<file path="src/rtl/cap_timer8_pkg.sv">
`timescale 1ns/1ps
// Shared constants and types for the 8-bit capture timer.
// Assumes an 8-bit register bus with a 2-bit address.
package cap_timer8_pkg;
    localparam int CS_W = 3;

    localparam logic [1:0] A_CTRL  = 2'd0;
    localparam logic [1:0] A_COUNT = 2'd1;
    localparam logic [1:0] A_DATA  = 2'd2;
    localparam logic [1:0] A_SRC   = 2'd3;

    localparam int B_EN   = 7;
    localparam int B_MODE = 5;
    localparam int B_CS   = 1;
    localparam int B_CLR  = 0;
    localparam int B_EXT  = 2;

    typedef enum logic [1:0] {
        POL_OFF  = 2'b00,
        POL_FALL = 2'b01,
        POL_RISE = 2'b10,
        POL_BOTH = 2'b11
    } pol_t;

    // log2 of the divide ratio for each clock-select code
    function automatic int div_shift(input logic [CS_W-1:0] sel);
        case (sel)
            3'd0:    return 0;
            3'd1:    return 1;
            3'd2:    return 2;
            3'd3:    return 3;
            3'd4:    return 5;
            3'd5:    return 7;
            3'd6:    return 9;
            default: return 11;
        endcase
    endfunction
endpackage

</file>
<file path="src/rtl/tmr_tick_gen.sv">
`timescale 1ns/1ps
// Count-tick source: a free-running divider tapped by clock select, or the
// synchronised rising edge of an external clock. The divider is held at zero
// while run is low. Assumes ext_clk levels last at least two clk cycles.
module tmr_tick_gen
    import cap_timer8_pkg::*;
#(
    parameter int PRE_W  = 11,
    parameter int SYNC_N = 2
) (
    input  logic            clk,
    input  logic            rst_n,
    input  logic            run,
    input  logic [CS_W-1:0] sel,
    input  logic            use_ext,
    input  logic            ext_clk,
    output logic            tick
);
    logic [PRE_W-1:0] pre_q;
    logic [PRE_W-1:0] mask;
    logic [SYNC_N:0]  ext_s;
    logic             pre_tick;
    logic             ext_rise;

    // divider: counts while running, parked at zero otherwise
    always_ff @(posedge clk) begin
        if (!rst_n || !run) pre_q <= '0;
        else                pre_q <= pre_q + 1'b1;
    end

    // tap mask: low div_shift(sel) bits set
    always_comb begin
        for (int i = 0; i < PRE_W; i++) mask[i] = (i < div_shift(sel));
    end

    // synchroniser plus one history stage for the external clock
    always_ff @(posedge clk) begin
        if (!rst_n) ext_s <= '0;
        else        ext_s <= {ext_s[SYNC_N-1:0], ext_clk};
    end

    // select the tick source
    always_comb begin
        pre_tick = ((pre_q & mask) == mask);
        ext_rise = ext_s[SYNC_N-1] & ~ext_s[SYNC_N];
        tick     = run & (use_ext ? ext_rise : pre_tick);
    end
endmodule

</file>
<file path="src/rtl/tmr_edge_qual.sv">
`timescale 1ns/1ps
// Synchronises the capture pin and flags edges selected by the polarity code.
// Assumes the pin is low during reset and each level lasts two clk cycles.
module tmr_edge_qual
    import cap_timer8_pkg::*;
#(
    parameter int SYNC_N = 2
) (
    input  logic clk,
    input  logic rst_n,
    input  logic pin,
    input  pol_t pol,
    output logic hit
);
    logic [SYNC_N:0] s_q;
    logic            rise;
    logic            fall;

    // synchroniser chain with one history stage
    always_ff @(posedge clk) begin
        if (!rst_n) s_q <= '0;
        else        s_q <= {s_q[SYNC_N-1:0], pin};
    end

    // edge detect and polarity qualification
    always_comb begin
        rise = s_q[SYNC_N-1] & ~s_q[SYNC_N];
        fall = ~s_q[SYNC_N-1] & s_q[SYNC_N];
        hit  = (pol[1] & rise) | (pol[0] & fall);
    end
endmodule

</file>
<file path="src/rtl/cap_timer8.sv">
`timescale 1ns/1ps
// 8-bit timer with compare-match wrap and edge capture.
// Registers: 0 control, 1 count (read only), 2 compare/capture, 3 source.
// Assumes W >= 8; asynchronous pins are synchronised inside.
module cap_timer8
    import cap_timer8_pkg::*;
#(
    parameter int W      = 8,
    parameter int PRE_W  = 11,
    parameter int SYNC_N = 2
) (
    input  logic         clk,
    input  logic         rst_n,
    input  logic [1:0]   bus_addr,
    input  logic         bus_we,
    input  logic [W-1:0] bus_wdata,
    output logic [W-1:0] bus_rdata,
    input  logic         cap_pin,
    input  logic         ext_clk,
    input  logic         tmr_ack,
    input  logic         cap_ack,
    output logic         tmr_irq,
    output logic         cap_irq
);
    logic            en_q, mode_q, ext_sel_q;
    logic [CS_W-1:0] cs_q;
    pol_t            pol_q;
    logic [W-1:0]    data_q, cnt_q, cap_q;
    logic            tmr_flag_q, cap_flag_q;
    logic            wr_ctrl, wr_data, wr_src, sw_clr;
    logic            tick, qual_hit, match_hit;
    logic            unused_bits;

    assign unused_bits = ^{bus_wdata[6], bus_wdata[4]};

    // write decode; the clear bit acts only as a pulse
    always_comb begin
        wr_ctrl   = bus_we && (bus_addr == A_CTRL);
        wr_data   = bus_we && (bus_addr == A_DATA);
        wr_src    = bus_we && (bus_addr == A_SRC);
        sw_clr    = wr_ctrl && bus_wdata[B_CLR];
        match_hit = tick && !sw_clr && (cnt_q == data_q);
    end

    tmr_tick_gen #(.PRE_W(PRE_W), .SYNC_N(SYNC_N)) tick_i (
        .clk(clk), .rst_n(rst_n), .run(en_q), .sel(cs_q),
        .use_ext(ext_sel_q), .ext_clk(ext_clk), .tick(tick)
    );

    tmr_edge_qual #(.SYNC_N(SYNC_N)) edge_i (
        .clk(clk), .rst_n(rst_n), .pin(cap_pin), .pol(pol_q), .hit(qual_hit)
    );

    // configuration registers
    always_ff @(posedge clk) begin
        if (!rst_n) begin
            en_q      <= 1'b0;
            mode_q    <= 1'b0;
            cs_q      <= '0;
            pol_q     <= POL_OFF;
            ext_sel_q <= 1'b0;
            data_q    <= '1;
        end else begin
            if (wr_ctrl) begin
                en_q   <= bus_wdata[B_EN];
                mode_q <= bus_wdata[B_MODE];
                cs_q   <= bus_wdata[B_CS +: CS_W];
            end
            if (wr_src) begin
                pol_q     <= pol_t'(bus_wdata[1:0]);
                ext_sel_q <= bus_wdata[B_EXT];
            end
            if (wr_data) data_q <= bus_wdata;
        end
    end

    // counter: software clear, then wrap on match, then increment
    always_ff @(posedge clk) begin
        if (!rst_n)         cnt_q <= '0;
        else if (sw_clr)    cnt_q <= '0;
        else if (match_hit) cnt_q <= '0;
        else if (tick)      cnt_q <= cnt_q + 1'b1;
    end

    // capture register and both interrupt flags (set beats acknowledge)
    always_ff @(posedge clk) begin
        if (!rst_n) begin
            cap_q      <= '0;
            tmr_flag_q <= 1'b0;
            cap_flag_q <= 1'b0;
        end else begin
            if (qual_hit && mode_q) cap_q <= cnt_q;
            if (match_hit)          tmr_flag_q <= 1'b1;
            else if (tmr_ack)       tmr_flag_q <= 1'b0;
            if (qual_hit)           cap_flag_q <= 1'b1;
            else if (cap_ack)       cap_flag_q <= 1'b0;
        end
    end

    // read multiplexer
    always_comb begin
        bus_rdata = '0;
        case (bus_addr)
            A_CTRL:  bus_rdata[7:0] = {en_q, 1'b0, mode_q, 1'b0, cs_q, 1'b0};
            A_COUNT: bus_rdata = cnt_q;
            A_DATA:  bus_rdata = mode_q ? cap_q : data_q;
            default: bus_rdata[2:0] = {ext_sel_q, pol_q};
        endcase
    end

    assign tmr_irq = tmr_flag_q;
    assign cap_irq = cap_flag_q;
endmodule

</file>
<file path="config.mk">
export PLATFORM = sky130hd
export DESIGN_NAME = cap_timer8
export DESIGN_NICKNAME = d
export VERILOG_FILES = /design/src/rtl/cap_timer8_pkg.sv /design/src/rtl/tmr_tick_gen.sv /design/src/rtl/tmr_edge_qual.sv /design/src/rtl/cap_timer8.sv
export SDC_FILE = /design/constraint.sdc
export NUM_CORES = 1
export LEC_CHECK = 0
export CORE_MARGIN = 1.5
export CORE_UTILIZATION = 60
export CTS_BUF_LIST = sky130_fd_sc_hd__clkbuf_8
export DETAILED_ROUTE_END_ITERATION = 8
export PLACE_DENSITY = 0.84
export SKIP_CTS_REPAIR_TIMING = 1
export SYNTH_ARGS = -nofsm -noshare
export SYNTH_HDL_FRONTEND = slang
export SYNTH_SLANG_ARGS = --single-unit
export TNS_END_PERCENT = 10
</file>
<file path="constraint.sdc">
create_clock -name clk -period 4.7 [get_ports clk]
set_input_delay 0.94 -clock clk [delete_from_list [all_inputs] [get_ports clk]]
set_output_delay 0.94 -clock clk [all_outputs]
set_load 0.02 [all_outputs]
</file>
Yosys cells after proc, flatten, opt, wreduce, memory -nomap -nowiden
Cells that the tools add are included.
{ "word_totals": {"elab_cells": 74, "in_bits": 17, "register_bits": 51, "out_inout_bits": 10} }
{ "classes": {"muxes": 9, "n_bitwise": 12, "add_sub_neg": 2, "n_eq_ne": 11, "n_reduce_logical": 16, "magnitude_cmp": 11} }
{ "op_table": {"columns": ["op", "n"], "rows": [
  ["$pmux 4 s7", 1],
  ["$lt 3x4->1 const A", 4],
  ["$pmux 5 s3", 1],
  ["$lt 4x4->1 const A", 3],
  ["$add 11x1->11 const B", 1],
  ["$and 11x11->11", 1],
  ["$eq 11x11->1", 1],
  ["$eq 3x3->1 const B", 3],
  ["$pmux 3 s3", 1],
  ["$add 8x1->8 const B", 1],
  ["$eq 8x8->1", 1],
  ["$lt 1x4->1 const A", 2],
  ["$lt 2x4->1 const A", 2],
  ["$mux 8", 1],
  ["$logic_and 1x1->1", 7],
  ["$and 1x1->1", 6],
  ["$eq 3x2->1 const B", 2],
  ["$mux 1", 5],
  ["$eq 2x2->1 const B", 2],
  ["$not 1->1", 4],
  ["$reduce_bool 2->1", 2],
  ["$eq 3x1->1 const B", 1],
  ["$logic_not 1->1", 3],
  ["$logic_not 3->1", 1],
  ["5 further kinds", 5]
]} }

Longest topological paths before layout
{ "logic_depth": {"ltp_word": 10, "ltp_mapped": 7, "mapped_depth_nobuf": 6} }

Cells and area by module
A second synthesis with hierarchy kept.
{ "unflattened": {"hier_cells": 259, "area_unflattened_um2": 2384.8} }
{ "by_module_without_submodules": {"columns": ["mod", "instances", "cells_each", "area_each_um2", "seq_area_each_um2"], "rows": [
  ["cap_timer8", 1, 187, 1691.6, 680.7],
  ["tmr_tick_gen", 1, 63, 593.1, 280.3],
  ["tmr_edge_qual", 1, 9, 100.1, 60.1]
]} }

Least setup slack after synthesis
OpenSTA, ideal clock, no wires.
{ "synth_path": {"kind": "input port to output port", "from": "input bus_addr[1]", "to": "output bus_rdata[5]", "cell_stages": 5, "path_slack_ns": 1.868, "t_arrival_ns": 1.892, "t_required_ns": 3.760, "cell_sequence": "buf_1 > nand2_1 > nor2_1 > a21oi_1 > o21ai_0"} }
{ "synth_via": {"elab_chain_len": 2, "word_cells_on_any_way": 4} }
{ "synth_lines": {"columns": ["element", "line", "rtl"], "rows": [
  ["from (decl)", "cap_timer8.sv:14", "input logic [1:0] bus_addr,"],
  ["$eq 2x2->1, or another cell as far along", "cap_timer8.sv:103", "case (bus_addr)"],
  ["$pmux 5 s3 (*)", "cap_timer8.sv:103", null],
  ["to (decl)", "cap_timer8.sv:17", "output logic [W-1:0] bus_rdata,"]
]} }
Mark *: on every way between the ends. The rest lies on a longest branch, timed or not.

Final worst setup path
{ "layout_path": {"from": "input bus_addr[0]", "to": "output bus_rdata[2]"} }
{ "layout_via": {"elab_chain_len": 2, "word_cells_on_any_way": 4} }
{ "layout_lines": {"columns": ["element", "line"], "rows": [
  ["$eq 2x2->1, or another cell as far along", "cap_timer8.sv:103"],
  ["$pmux 3 s3 (*)", "cap_timer8.sv:103"]
]} }
Marked as above.

==> impl_metrics.csv <==
group,metric,value,unit
global_routing,grt_pass1_vias,1981,
sta,relSlewSlack,61.2,%
die,rows,23,
final_layout,stdcell_count,343,
sta,skew,0.0105,ns
critical_path,end_kind,"output port",
power_and_ir_drop,leakage,0.00111,uW
global_routing,grt_max_degree,42,
global_routing,grt_pass1_wl,8720,um
die,io_pins,27,
logic_synthesis,syn_inst,273,
place,gp_congestion,0.812,
logic_synthesis,seq_area_frac_synth,40.2,%
logic_synthesis,avgSynthCellArea,9.29,um2
critical_path,cp.arrival,2.92,ns
clock_network,ctsHtreeMaxLevel,2,
sta,tightest_slew,0.580,ns
run,drv_cap,0,
logic_synthesis,synth-edff-count,0,
final_layout,n_antenna_cell,0,
sta,hold_violations,0,
logic_synthesis,synth_top_area_share,40.2,%
die,initial_core_util,63.0,%
logic_synthesis,yosys.area.top_type,"dfxtp_1",
logic_synthesis,ys_async_sr_fraction,0,%
global_routing,grt_util_all_layers,25.2,%
final_layout,fillers,321,
critical_path,critical_path_class,"in2out",
place,hpwl,3690,um
sta,fmax,259,MHz
place,placed_cells,335,
final_layout,drive_gt1_share,9.90,%
route,drtIter0Drc,145,
die,die-area,4630,um2
logic_synthesis,netlist_top_cells_area,"dfxtp_1 40%, mux2i_1 9.1%, nand2_1 4.9%",
logic_synthesis,synthesis.area,2540,um2
critical_path,critical_path_required,3.76,ns
clock_network,cts_root_buf,"clkbuf_8",
power_and_ir_drop,vdd_drop_max,0.000218,V
worst_hold_path,hold_start,"tick_i.ext_s[0]",
sta,rsz0062_at_grt,"false",
sta,fin_tns_setup,0,ns
global_routing,grt_overflow,0,
critical_path,cp-start-kind,"primary input",
logic_synthesis,yosysWarnings,0,
logic_synthesis,synth_commonest_cells,"51 x dfxtp_1, 33 x nand2_1, 23 x mux2i_1",
die,die_y,68.0,um
sta,period_share,82.1,%
critical_path,reg2reg_from,"cnt_q[0]",
die,die_w,68.0,um
sta,setup_viol,0,
clock_network,cts_inserted_buffers,5,
logic_synthesis,synth.distinct_cells,46,
critical_path,setup.worst_path.start,"bus_addr[0]",
clock_network,tritoncts,"yes",
route,vias,2044,
place,port_buffers,26,
sta,period_minus_slack,3.86,ns
route,ant_nets,0,
route,vias_per_cell,5.96,
route,drc,0,
route,wl_per_cell,15.4,um
logic_synthesis,synth.most_common_cell,"dfxtp_1",
worst_hold_path,min_path_type,"reg2reg",
logic_synthesis,synth_ff_type,"dfxtp_1",
clock_network,cts_buffer_depth,2,
clock_network,clk_pin_slew,0.10,ns
power_and_ir_drop,power.density,293,nW/um2
status,status,"finished, final reports clean",
clock_network,cts.sinks,51,
sta,final_max_slew_viol_count,0,
route,firstDrtPassIters,4,
logic_synthesis,yosys_register_bits,51,
global_routing,antenna_found_initial,0,
final_layout,areaGrowthSynthToFinish,15.0,%
critical_path,path_max_fanout,14,
logic_synthesis,syn-num-nets,292,
final_layout,finalNetCount,311,
die,core,4030,um2
clock_network,clk_latency,0.31,ns
route,finalWirelength,5290,um
==> critical path, cell delays in order <==
cell and delay (ns):
clkdlybuf4s50_1 0.84, mux4_2 0.59, clkdlybuf4s50_1 0.55
==> cells in the final DEF, fill, tap and decap left out, types with 5 or more instances in the layout <==
| master | netlist | routed |
|---|---|---|
| dfxtp_1 | 51 | 51 |
| nand2_1 | 33 | 33 |
| clkdlybuf4s50_1 | 0 | 26 |
| mux2i_1 | 23 | 23 |
| nor2b_1 | 19 | 19 |
| nor2_1 | 17 | 17 |
| nand3_1 | 17 | 17 |
| xor2_1 | 14 | 14 |
| and2_1 | 7 | 7 |
| o21ai_0 | 6 | 6 |
| and3_1 | 5 | 5 |
| nand4_1 | 5 | 5 |
| clkbuf_8 | 0 | 5 |
==> final cells by class <==
| class | instances | area (um2) | area share [%] |
|---|---|---|---|
| Clock buffer | 5 | 68.8 | 2.36 |
| Clock inverter | 3 | 47.5 | 1.63 |
| Inverter | 4 | 15.0 | 0.514 |
| Multi-Input combinational cell | 203 | 1440 | 49.2 |
| Sequential cell | 51 | 1020 | 35.0 |
| Tap cell | 50 | 62.6 | 2.14 |
| Timing Repair Buffer | 27 | 268 | 9.17 |
==> path summary, 6_finish.rpt <==
check | cells past startpoint | endpoint | slack [ns]
max | 3 | bus_rdata[2] | 0.84
min | 1 | tick_i.ext_s[1] | 0.45
max reg2reg | 5 | cnt_q[4] | 2.74
min reg2reg | 1 | tick_i.ext_s[1] | 0.45
==> power by group <==
| part | internal, uW | switching, uW |
|---|---|---|
| logic | 44.8 | 43.5 |
| registers | 441 | 11.2 |
| clock network | 162 | 154 |
==> stage by stage <==
| stage | area [um2] | setup slack [ns] | total power [uW] | utilization (%) | hold slack [ns] |
|---|---|---|---|---|---|
| 6_report | 2920 | 0.839 | 857 | 72.5 | 0.446 |
| 5_1_grt | 2920 | 0.717 | 887 | 72.5 | 0.484 |
| 4_1_cts | 2920 | 0.854 | 859 | 72.5 | 0.449 |
| 3_5_place_dp | 2800 | 0.861 | 550 | 69.6 | 0.424 |
| 3_3_place_gp | 2800 | 0.859 | 548 | 69.6 | 0.415 |
| 2_1_floorplan | 2540 | 1.87 | 512 | - | 0.412 |
==> state kept, by name, summed over array words and instances, names as in the netlist <==
register and flops:
mode_q 1, pol_q 2, tick_i.pre_q 11, cs_q 3
edge_i.s_q 3, cap_irq 1, ext_sel_q 1, tmr_irq 1
data_q 8, cnt_q 8, en_q 1, cap_q 8
tick_i.ext_s 3
==> layer usage <==
metal / routed length [um] / up-vias / share of wire, % / track usage [%]
met1: 2330 / 977 / 44 / 31.3
met2: 2580 / 53 / 49 / 41.5
met5: 0 / - / 0 / 0
met3: 244 / 16 / 4.6 / 5.76
met4: 133 / 0 / 2.5 / 11.3
li1: - / 998 / - / -
==> kinds of logic after synthesis <==
logic type	share of synthesized area (%)
compound gates	12.9
xor+xnor	5.87
fa+ha+maj	0.986
buf+inv	3.16
flops	40.2
mux	11.7
simple gates	25.1
Note: power is estimated with default switching activity, not from simulation.
